==> config.mk <==
export PLATFORM = sky130hd
export DESIGN_NAME = mdio_user_ctrl
export DESIGN_NICKNAME = d
export VERILOG_FILES = /design/src/rtl/mdio_pkg.sv /design/src/rtl/mdio_clkgen.sv /design/src/rtl/mdio_frame.sv /design/src/rtl/mdio_link.sv /design/src/rtl/mdio_user_ctrl.sv
export SDC_FILE = /design/constraint.sdc
export NUM_CORES = 1
export LEC_CHECK = 0
export ABC_AREA = 1
export BUFFER_PORTS_ARGS = -buffer_cell sky130_fd_sc_hd__buf_2
export CAP_MARGIN = 20
export CORE_MARGIN = 2
export CORE_UTILIZATION = 54
export DETAILED_ROUTE_END_ITERATION = 7
export PLACE_DENSITY = 0.73
export SLEW_MARGIN = 10
export SYNTH_ARGS = -nofsm -noshare
export SYNTH_HDL_FRONTEND = slang
export SYNTH_HIERARCHICAL = 1
export SYNTH_SLANG_ARGS = --single-unit
==> constraint.sdc <==
create_clock -name clk_i -period 5.45 [get_ports clk_i]
set_input_delay 1.09 -clock clk_i [delete_from_list [all_inputs] [get_ports clk_i]]
set_output_delay 1.09 -clock clk_i [all_outputs]
set_load 0.03 [all_outputs]
==> src/rtl/mdio_pkg.sv <==
package mdio_pkg;
  localparam int AW        = 5;
  localparam int GO_B      = 31;
  localparam int WR_B      = 30;
  localparam int ACK_B     = 29;
  localparam int REG_LSB   = 21;
  localparam int PHY_LSB   = 16;
  localparam int IDLE_B    = 31;
  localparam int EN_B      = 30;
  localparam int PRE_LEN   = 32;
  localparam int FRAME_LEN = 64;
  localparam int TA1_IDX   = 46;
  localparam int TA2_IDX   = 47;
  localparam int DAT_IDX   = 48;
  localparam logic [1:0] SEL_CTRL = 2'd0;
  localparam logic [1:0] SEL_USER = 2'd1;
  localparam logic [1:0] SEL_LINK = 2'd2;
  localparam logic [AW-1:0] STAT_REG = 5'd1;
  localparam int LINK_B    = 2;
endpackage

==> src/rtl/mdio_clkgen.sv <==
module mdio_clkgen #(
  parameter int DIV_W = 8
) (
  input  logic             clk_i,
  input  logic             rst_ni,
  input  logic             run_i,
  input  logic [DIV_W-1:0] div_i,
  output logic             mdc_o,
  output logic             rise_o,
  output logic             fall_o
);
  logic [DIV_W-1:0] cnt_q;
  logic             mdc_q;
  logic             tick;

  assign tick   = run_i && (cnt_q == div_i);
  assign rise_o = tick && !mdc_q;
  assign fall_o = tick && mdc_q;
  assign mdc_o  = mdc_q;

  always_ff @(posedge clk_i or negedge rst_ni) begin
    if (!rst_ni) begin
      cnt_q <= '0;
      mdc_q <= 1'b0;
    end else if (!run_i) begin
      cnt_q <= '0;
      mdc_q <= 1'b0;
    end else if (tick) begin
      cnt_q <= '0;
      mdc_q <= ~mdc_q;
    end else begin
      cnt_q <= cnt_q + 1'b1;
    end
  end


  mdc_toggle_chk: assert property (@(posedge clk_i) disable iff (!rst_ni)
    (run_i && !tick) |=> $stable(mdc_q));
endmodule

==> src/rtl/mdio_frame.sv <==
module mdio_frame
  import mdio_pkg::*;
(
  input  logic          clk_i,
  input  logic          rst_ni,
  input  logic          start_i,
  input  logic          wr_i,
  input  logic [AW-1:0] phy_i,
  input  logic [AW-1:0] reg_i,
  input  logic [15:0]   wdata_i,
  input  logic          rise_i,
  input  logic          fall_i,
  input  logic          mdio_i,
  output logic          busy_o,
  output logic          done_o,
  output logic          ack_o,
  output logic [15:0]   rdata_o,
  output logic          mdio_o,
  output logic          mdio_oe_o
);
  localparam int IDX_W = $clog2(FRAME_LEN);

  logic [FRAME_LEN-1:0] sh_q, frame_w;
  logic [IDX_W-1:0]     idx_q;
  logic                 busy_q, wr_q, ack_q, last;
  logic [15:0]          rd_q;

  assign frame_w = {{PRE_LEN{1'b1}}, 2'b01, (wr_i ? 2'b01 : 2'b10), phy_i, reg_i,
                    (wr_i ? 2'b10 : 2'b11), (wr_i ? wdata_i : 16'hFFFF)};
  assign last      = idx_q == IDX_W'(FRAME_LEN - 1);
  assign done_o    = busy_q && fall_i && last;
  assign busy_o    = busy_q;
  assign ack_o     = ack_q;
  assign rdata_o   = rd_q;
  assign mdio_o    = busy_q && sh_q[FRAME_LEN-1];
  assign mdio_oe_o = busy_q && (wr_q || (idx_q < IDX_W'(TA1_IDX)));

  always_ff @(posedge clk_i or negedge rst_ni) begin
    if (!rst_ni) begin
      sh_q   <= '0;
      idx_q  <= '0;
      busy_q <= 1'b0;
      wr_q   <= 1'b0;
      ack_q  <= 1'b0;
      rd_q   <= '0;
    end else if (start_i) begin
      sh_q   <= frame_w;
      idx_q  <= '0;
      busy_q <= 1'b1;
      wr_q   <= wr_i;
      ack_q  <= 1'b0;
    end else if (busy_q) begin
      if (rise_i && !wr_q) begin
        if (idx_q == IDX_W'(TA2_IDX)) ack_q <= !mdio_i;
        if (idx_q >= IDX_W'(DAT_IDX)) rd_q <= {rd_q[14:0], mdio_i};
      end
      if (fall_i) begin
        if (last) begin
          busy_q <= 1'b0;
        end else begin
          idx_q <= idx_q + 1'b1;
          sh_q  <= {sh_q[FRAME_LEN-2:0], 1'b0};
        end
      end
    end
  end


  ack_sample_chk: assert property (@(posedge clk_i) disable iff (!rst_ni)
    (!rise_i && !start_i) |=> $stable(ack_q));
endmodule

==> src/rtl/mdio_link.sv <==
module mdio_link #(
  parameter int N_PHY = 32,
  localparam int PW   = $clog2(N_PHY)
) (
  input  logic             clk_i,
  input  logic             rst_ni,
  input  logic             upd_i,
  input  logic [PW-1:0]    phy_i,
  input  logic             up_i,
  output logic [N_PHY-1:0] link_o
);
  logic [N_PHY-1:0] link_q;

  for (genvar p = 0; p < N_PHY; p++) begin : g_bit
    always_ff @(posedge clk_i or negedge rst_ni) begin
      if (!rst_ni)                              link_q[p] <= 1'b0;
      else if (upd_i && (phy_i == PW'(p)))      link_q[p] <= up_i;
    end
  end

  assign link_o = link_q;


  link_hold_chk: assert property (@(posedge clk_i) disable iff (!rst_ni)
    !upd_i |=> $stable(link_q));
endmodule

==> src/rtl/mdio_user_ctrl.sv <==
module mdio_user_ctrl
  import mdio_pkg::*;
#(
  parameter int DIV_W = 8
) (
  input  logic        clk_i,
  input  logic        rst_ni,
  input  logic        reg_we_i,
  input  logic [1:0]  reg_addr_i,
  input  logic [31:0] reg_wdata_i,
  output logic [31:0] reg_rdata_o,
  output logic        mdc_o,
  output logic        mdio_o,
  output logic        mdio_oe_o,
  input  logic        mdio_i
);
  localparam int N_PHY = 1 << AW;

  logic             en_q, wr_q;
  logic [DIV_W-1:0] div_q;
  logic [AW-1:0]    reg_q, phy_q;
  logic [15:0]      data_q, eng_rdata;
  logic             busy, done, ack, rise, fall, user_we, start, link_upd;
  logic [N_PHY-1:0] link;
  logic             unused_w;

  assign unused_w = ^reg_wdata_i[28:26];
  assign user_we  = reg_we_i && (reg_addr_i == SEL_USER) && en_q && !busy;
  assign start    = user_we && reg_wdata_i[GO_B];
  assign link_upd = done && !wr_q && (reg_q == STAT_REG);

  always_ff @(posedge clk_i or negedge rst_ni) begin
    if (!rst_ni) begin
      en_q   <= 1'b0;
      div_q  <= '0;
      wr_q   <= 1'b0;
      reg_q  <= '0;
      phy_q  <= '0;
      data_q <= '0;
    end else begin
      if (reg_we_i && (reg_addr_i == SEL_CTRL)) begin
        en_q  <= reg_wdata_i[EN_B];
        div_q <= reg_wdata_i[DIV_W-1:0];
      end
      if (user_we) begin
        wr_q   <= reg_wdata_i[WR_B];
        reg_q  <= reg_wdata_i[REG_LSB +: AW];
        phy_q  <= reg_wdata_i[PHY_LSB +: AW];
        data_q <= reg_wdata_i[15:0];
      end else if (done && !wr_q) begin
        data_q <= eng_rdata;
      end
    end
  end

  mdio_clkgen #(.DIV_W(DIV_W)) u_clkgen (
    .clk_i, .rst_ni, .run_i(busy), .div_i(div_q),
    .mdc_o, .rise_o(rise), .fall_o(fall)
  );

  mdio_frame u_frame (
    .clk_i, .rst_ni, .start_i(start), .wr_i(reg_wdata_i[WR_B]),
    .phy_i(reg_wdata_i[PHY_LSB +: AW]), .reg_i(reg_wdata_i[REG_LSB +: AW]),
    .wdata_i(reg_wdata_i[15:0]), .rise_i(rise), .fall_i(fall), .mdio_i,
    .busy_o(busy), .done_o(done), .ack_o(ack), .rdata_o(eng_rdata),
    .mdio_o, .mdio_oe_o
  );

  mdio_link #(.N_PHY(N_PHY)) u_link (
    .clk_i, .rst_ni, .upd_i(link_upd), .phy_i(phy_q),
    .up_i(ack && eng_rdata[LINK_B]), .link_o(link)
  );

  always_comb begin
    reg_rdata_o = '0;
    case (reg_addr_i)
      SEL_CTRL: begin
        reg_rdata_o[IDLE_B]    = en_q && !busy;
        reg_rdata_o[EN_B]      = en_q;
        reg_rdata_o[DIV_W-1:0] = div_q;
      end
      SEL_USER: begin
        reg_rdata_o[GO_B]             = busy;
        reg_rdata_o[WR_B]             = wr_q;
        reg_rdata_o[ACK_B]            = ack;
        reg_rdata_o[REG_LSB +: AW]    = reg_q;
        reg_rdata_o[PHY_LSB +: AW]    = phy_q;
        reg_rdata_o[15:0]             = data_q;
      end
      SEL_LINK: reg_rdata_o = link;
      default:  reg_rdata_o = '0;
    endcase
  end


  mdc_idle_low_chk: assert property (@(posedge clk_i) disable iff (!rst_ni)
    !busy |-> !mdc_o);

  start_needs_en_chk: assert property (@(posedge clk_i) disable iff (!rst_ni)
    $rose(busy) |-> $past(en_q));

  fields_hold_chk: assert property (@(posedge clk_i) disable iff (!rst_ni)
    busy |=> ($stable(phy_q) && $stable(reg_q) && $stable(wr_q)));

  read_release_chk: assert property (@(posedge clk_i) disable iff (!rst_ni)
    (busy && !wr_q && !mdio_oe_o) |=> !mdio_oe_o);
endmodule

# --- After elaboration in Yosys (flattened, before gate mapping) ---
# Cells that the tools add are included.
totals:
  ff_bits: 166
  out_inout_bits: 35
  word_cells: 186
classes:
  addsub: 2
  n_lt_le_gt_ge: 2
  eq_ne: 39
  mux: 30
  n_bitwise: 2
  n_reduce_logical: 65
ops:
  columns: ["cell", "count"]
  rows:
  - ["64-bit two-way mux", 4]
  - ["5-bit == test, second input constant", 16]
  - ["1-bit logical AND", 49]
  - ["16-bit two-way mux", 3]
  - ["5-bit by 4-bit == test with 1-bit output, second input constant", 8]
  - ["18-bit one-hot mux with 2 select lines", 1]
  - ["6-bit two-way mux", 4]
  - ["8-bit one-hot mux with 3 select lines", 1]
  - ["5-bit by 3-bit == test with 1-bit output, second input constant", 4]
  - ["8-bit two-way mux", 2]
  - ["6-bit == test, second input constant", 2]
  - ["1-bit two-way mux", 11]
  - ["5-bit by 1-bit == test with 1-bit output, second input constant", 2]
  - ["5-bit by 2-bit == test with 1-bit output, second input constant", 2]
  - ["2-bit nonzero test", 5]
  - ["8-bit by 1-bit adder with 8-bit output, second input constant", 1]
  - ["8-bit == test", 1]
  - ["6-bit by 1-bit adder with 6-bit output, second input constant", 1]
  - ["6-bit >= comparator, second input constant", 1]
  - ["6-bit less-than comparator, second input constant", 1]
  - ["2-bit one-hot mux with 3 select lines", 1]
  - ["3-bit AND reduction", 2]
  - ["1-bit zero test", 5]
  - ["5-bit zero test", 1]
  - ["10 further kinds", 12]

# --- Logic depth before layout (Yosys ltp) ---
logic_depth:
  ltp_word: 8
  depth_mapped: 20

# --- Hierarchy ---
# The synthesis kept the hierarchy.
modules_own_cells:
  columns: ["mod", "instances", "cells_each", "area_each_um2", "seq_area_each_um2"]
  rows:
  - ["mdio_frame", 1, 466, 3876.2, 2227.1]
  - ["mdio_user_ctrl", 1, 366, 2338.5, 900.9]
  - ["mdio_link", 1, 208, 1581.5, 800.8]
  - ["mdio_clkgen", 1, 104, 645.6, 225.2]

# --- Worst setup path after synthesis ---
# No wires, ideal clock.
synth_path:
  kind: "input-to-output"
  from: "input port reg_addr_i[0]"
  to: "output port reg_rdata_o[10]"
  arrival_ns: 2.295
  required_time_ns: 4.360
  path_slack_ns: 2.065
  cell_stages: 5
  n_path_buf: 1
  path_cell_list: "inv_1 ha_1 clkinv_1 buf_1 a21oi_1"
synth_between:
  elab_chain_len: 2
  elab_cells_between_ends: 3
synth_lines:
  columns: ["item", "line_no", "rtl"]
  rows:
  - ["from (decl)", "mdio_user_ctrl.sv:9", "input logic [1:0] reg_addr_i,"]
  - ["2-bit == test or 2-bit by 1-bit == test with 1-bit output (tied branches)", "mdio_user_ctrl.sv:76", "case (reg_addr_i)"]
  - ["18-bit one-hot mux with 2 select lines (*)", "mdio_user_ctrl.sv:76", null]
  - ["to (decl)", "mdio_user_ctrl.sv:11", "output logic [31:0] reg_rdata_o,"]
# Every way passes the cells marked *; elsewhere a longest branch is shown, timed or not.

# --- Worst setup path in the final report ---
# Same ends and word-level chain as after synthesis.

==> out/qor.txt <==
IO Count -> 73
hold path cells -> 2
clock buffer depth -> 2
sequential share of the synthesized area -> 49.2%
static leakage -> 4.75 nW
vias in the first global route -> 6524
First-pass DRT Iterations -> 5
Power per Cell Area -> 338 mW/mm^2
FILL cells -> 1378
Final Max Tran Viols -> 0
Final ANT Viol Nets -> 0
routed via count -> 7269
Crit. End Element -> output pin
first-pass GRT wire length -> 32.3 mm
Synth Register Bits -> 166
Die Ht -> 129 microns
die area -> 0.0166 sq mm
minimum clock period -> 3870 ps
outcome -> completed
initial antenna violation count -> 0
Hold Crit Class -> flop to flop
peak supply drop -> 340 uV
fin crit share -> 71.0%
I/O Buffers -> 68
Worst-Skew Late Latency -> 440 ps
Post-Place Cells -> 1378
Rel. slew slack -> 27.2%
Die Span X -> 129 microns
post-route setup TNS -> 0 ps
Core ar. -> 0.0153 sq mm
dpl hpwl -> 13.1 mm
Arrival @ worst endpoint -> 2780 ps
Synth Warn # -> 6
CTS Hold Buffers Added -> 0
Final nets -> 1231
r2r worst-path depth -> 18
Synthesized Nets -> 1188
layout cells sized above 1 -> 12.2%
Diodes inserted -> 0
Post-Syn Area -> 0.00844 sq mm
via density per instance -> 5.15
Initial Utilization -> 55.3%
final setup skew -> 15.2 ps
placer congestion estimate -> 0.886
Rows -> 45
grt ovf -> 0
max-cap viol count -> 0
Post-CTS Setup Bufs -> 0
Reg clk slew, reported paths -> 70 ps
WL/cell -> 13.8 microns
syn_area_per_cell -> 7.38 sq um
Hold Vio Cnt, Final -> 0
CTS tree -> done
Total GRT Usage -> 24.5%
DRC Markers -> 0
Final Non-Filler Cells -> 1411
Worst Tran Pin Value -> 1090 ps
Synth-to-Final Area Change -> 11.8%
Initial DRC Count -> 721
total CTS buffers -> 17
final setup violating endpoints -> 0
Root Buffer -> clkbuf_16
CTS Sinks -> 166
unrepaired setup endpoints after global routing -> false
required time of the critical path -> 4360 ps
pin count of the biggest net entering global routing -> 100
Post-Route WL -> 19.4 mm
CP max FO -> 32
cells after synthesis -> 1144
H-tree depth -> 4
fmax -> 258 MHz
Worst Path Class, Setup -> input pin to output pin
Startpoint Class -> input pin
synth unique cells -> 32
PostCTS Resize Cnt -> 0
==> final timing paths <==
check                                      start                end  slack, ps
worst max-delay path               reg_addr_i[0]    reg_rdata_o[10]       1580
worst min-delay path            u_frame/sh_q[12]   u_frame/sh_q[12]        480
worst max register to register          div_q[4]  u_link/link_o[23]       1950
worst min register to register  u_frame/sh_q[12]   u_frame/sh_q[12]        480
max in group asynchronous                 rst_ni   u_frame/sh_q[47]       3660
min in group asynchronous                 rst_ni  u_clkgen/cnt_q[2]        740
==> where the power goes <==
part / switching [W] / total, W / internal (W)
logic: 0.000326 / 0.000523 / 0.000197
clock network: 0.000564 / 0.00118 / 0.000612
registers: 0.0000963 / 0.00149 / 0.00139
total: 0.000986 / 0.00319 / 0.00220
==> state kept, by name, indices dropped and copies added (netlist names) <==
name             count
u_frame/sh_q        64
u_link/link_o       32
data_q              16
u_frame/rdata_o     16
div_q                8
u_clkgen/cnt_q       8
u_frame/idx_q        6
phy_q                5
reg_q                5
en_q                 1
u_clkgen/mdc_o       1
u_frame/ack_o        1
u_frame/busy_o       1
u_frame/wr_q         1
wr_q                 1
==> synthesized netlist by cell type <==
cell type	count	area, sq um
o22a_1	1	8.76
nand4_1	6	37.5
inv_2	10	37.5
buf_4	2	15.0
nand2_2	7	43.8
o21ai_2	6	52.6
buf_2	27	135
a2bb2oi_1	1	8.76
a21oi_1	41	205
clkbuf_1	17	63.8
buf_1	1	3.75
o21bai_1	1	7.51
or2_2	1	6.26
inv_1	104	390
nor2_4	4	45.0
dfrtp_1	166	4150
xor2_1	4	35.0
xnor2_1	3	26.3
a31oi_1	1	6.26
o21ai_1	1	5.00
nand3_1	136	681
mux2_2	1	11.3
clkinv_1	2	7.51
ha_1	6	75.1
nand2_1	354	1330
nor3_1	4	20.0
nand3b_1	1	7.51
nand2_4	3	33.8
nor2_1	168	631
buf_6	4	45.0
nor2_2	7	43.8
o21ai_0	54	270
==> per-layer routing <==
metal / share of wire, % / GRT usage [%]
met4: 1.9 / 7.23
met5: 0 / 0
met3: 4.3 / 4.54
met1: 48 / 35.9
met2: 46 / 37.6
==> metrics by stage <==
| step | util [%] | power, W | hold WS, ps | area [sq um] | setup WS [ps] |
|---|---|---|---|---|---|
| global placement | 57.9 | 0.00202 | 456 | 8830 | 1440 |
| floorplan | - | 0.00189 | 442 | 8440 | 2070 |
| finish | 61.8 | 0.00319 | 477 | 9440 | 1580 |
| detailed placement | 57.9 | 0.00203 | 459 | 8830 | 1350 |
| CTS | 61.7 | 0.00321 | 480 | 9420 | 1600 |
| global route | 61.8 | 0.00337 | 508 | 9440 | 1390 |
==> critical path, stage by stage <==
cell	delay, ps
buf_2	110
inv_1	80
ha_1	880
nand2_1	150
a21oi_1	210
buf_2	240
==> cells in the final DEF (no fill, tap or decap), drive strengths merged <==
cell type	n
or2	1
mux2	1
ha	6
dfrtp	166
a2bb2oi	1
a21oi	41
inv	121
o21bai	1
clkinv	8
nand3	136
xnor2	3
o21ai	61
clkbuf	17
nand3b	1
nor2	179
o22a	1
nand2	364
nor3	4
a31oi	1
xor2	4
buf	75
nand4	6
clkinvlp	2
==> layout make-up <==
class,instances,area [sq um],share of cell area (%)
clock buffers,17,425,4.51
repair buffers,75,407,4.31
clock inverters,15,161,1.71
multi-input cells,811,3590,38.0
well taps,211,264,2.80
flip-flops and latches,166,4150,44.0
inverters,116,435,4.61
==> logic make-up after synthesis <==
group / after synthesis / synth area share [%]
AND/OR/NAND/NOR: 691 / 34.1
AO/OA/AOI/OAI: 106 / 6.68
multiplexers: 1 / 0.133
buffers and inverters: 167 / 8.27
flip-flops: 166 / 49.2
XOR/XNOR: 7 / 0.726
adder cells (fa/ha/maj): 6 / 0.889
No activity file was read; power rests on OpenSTA's default activity.
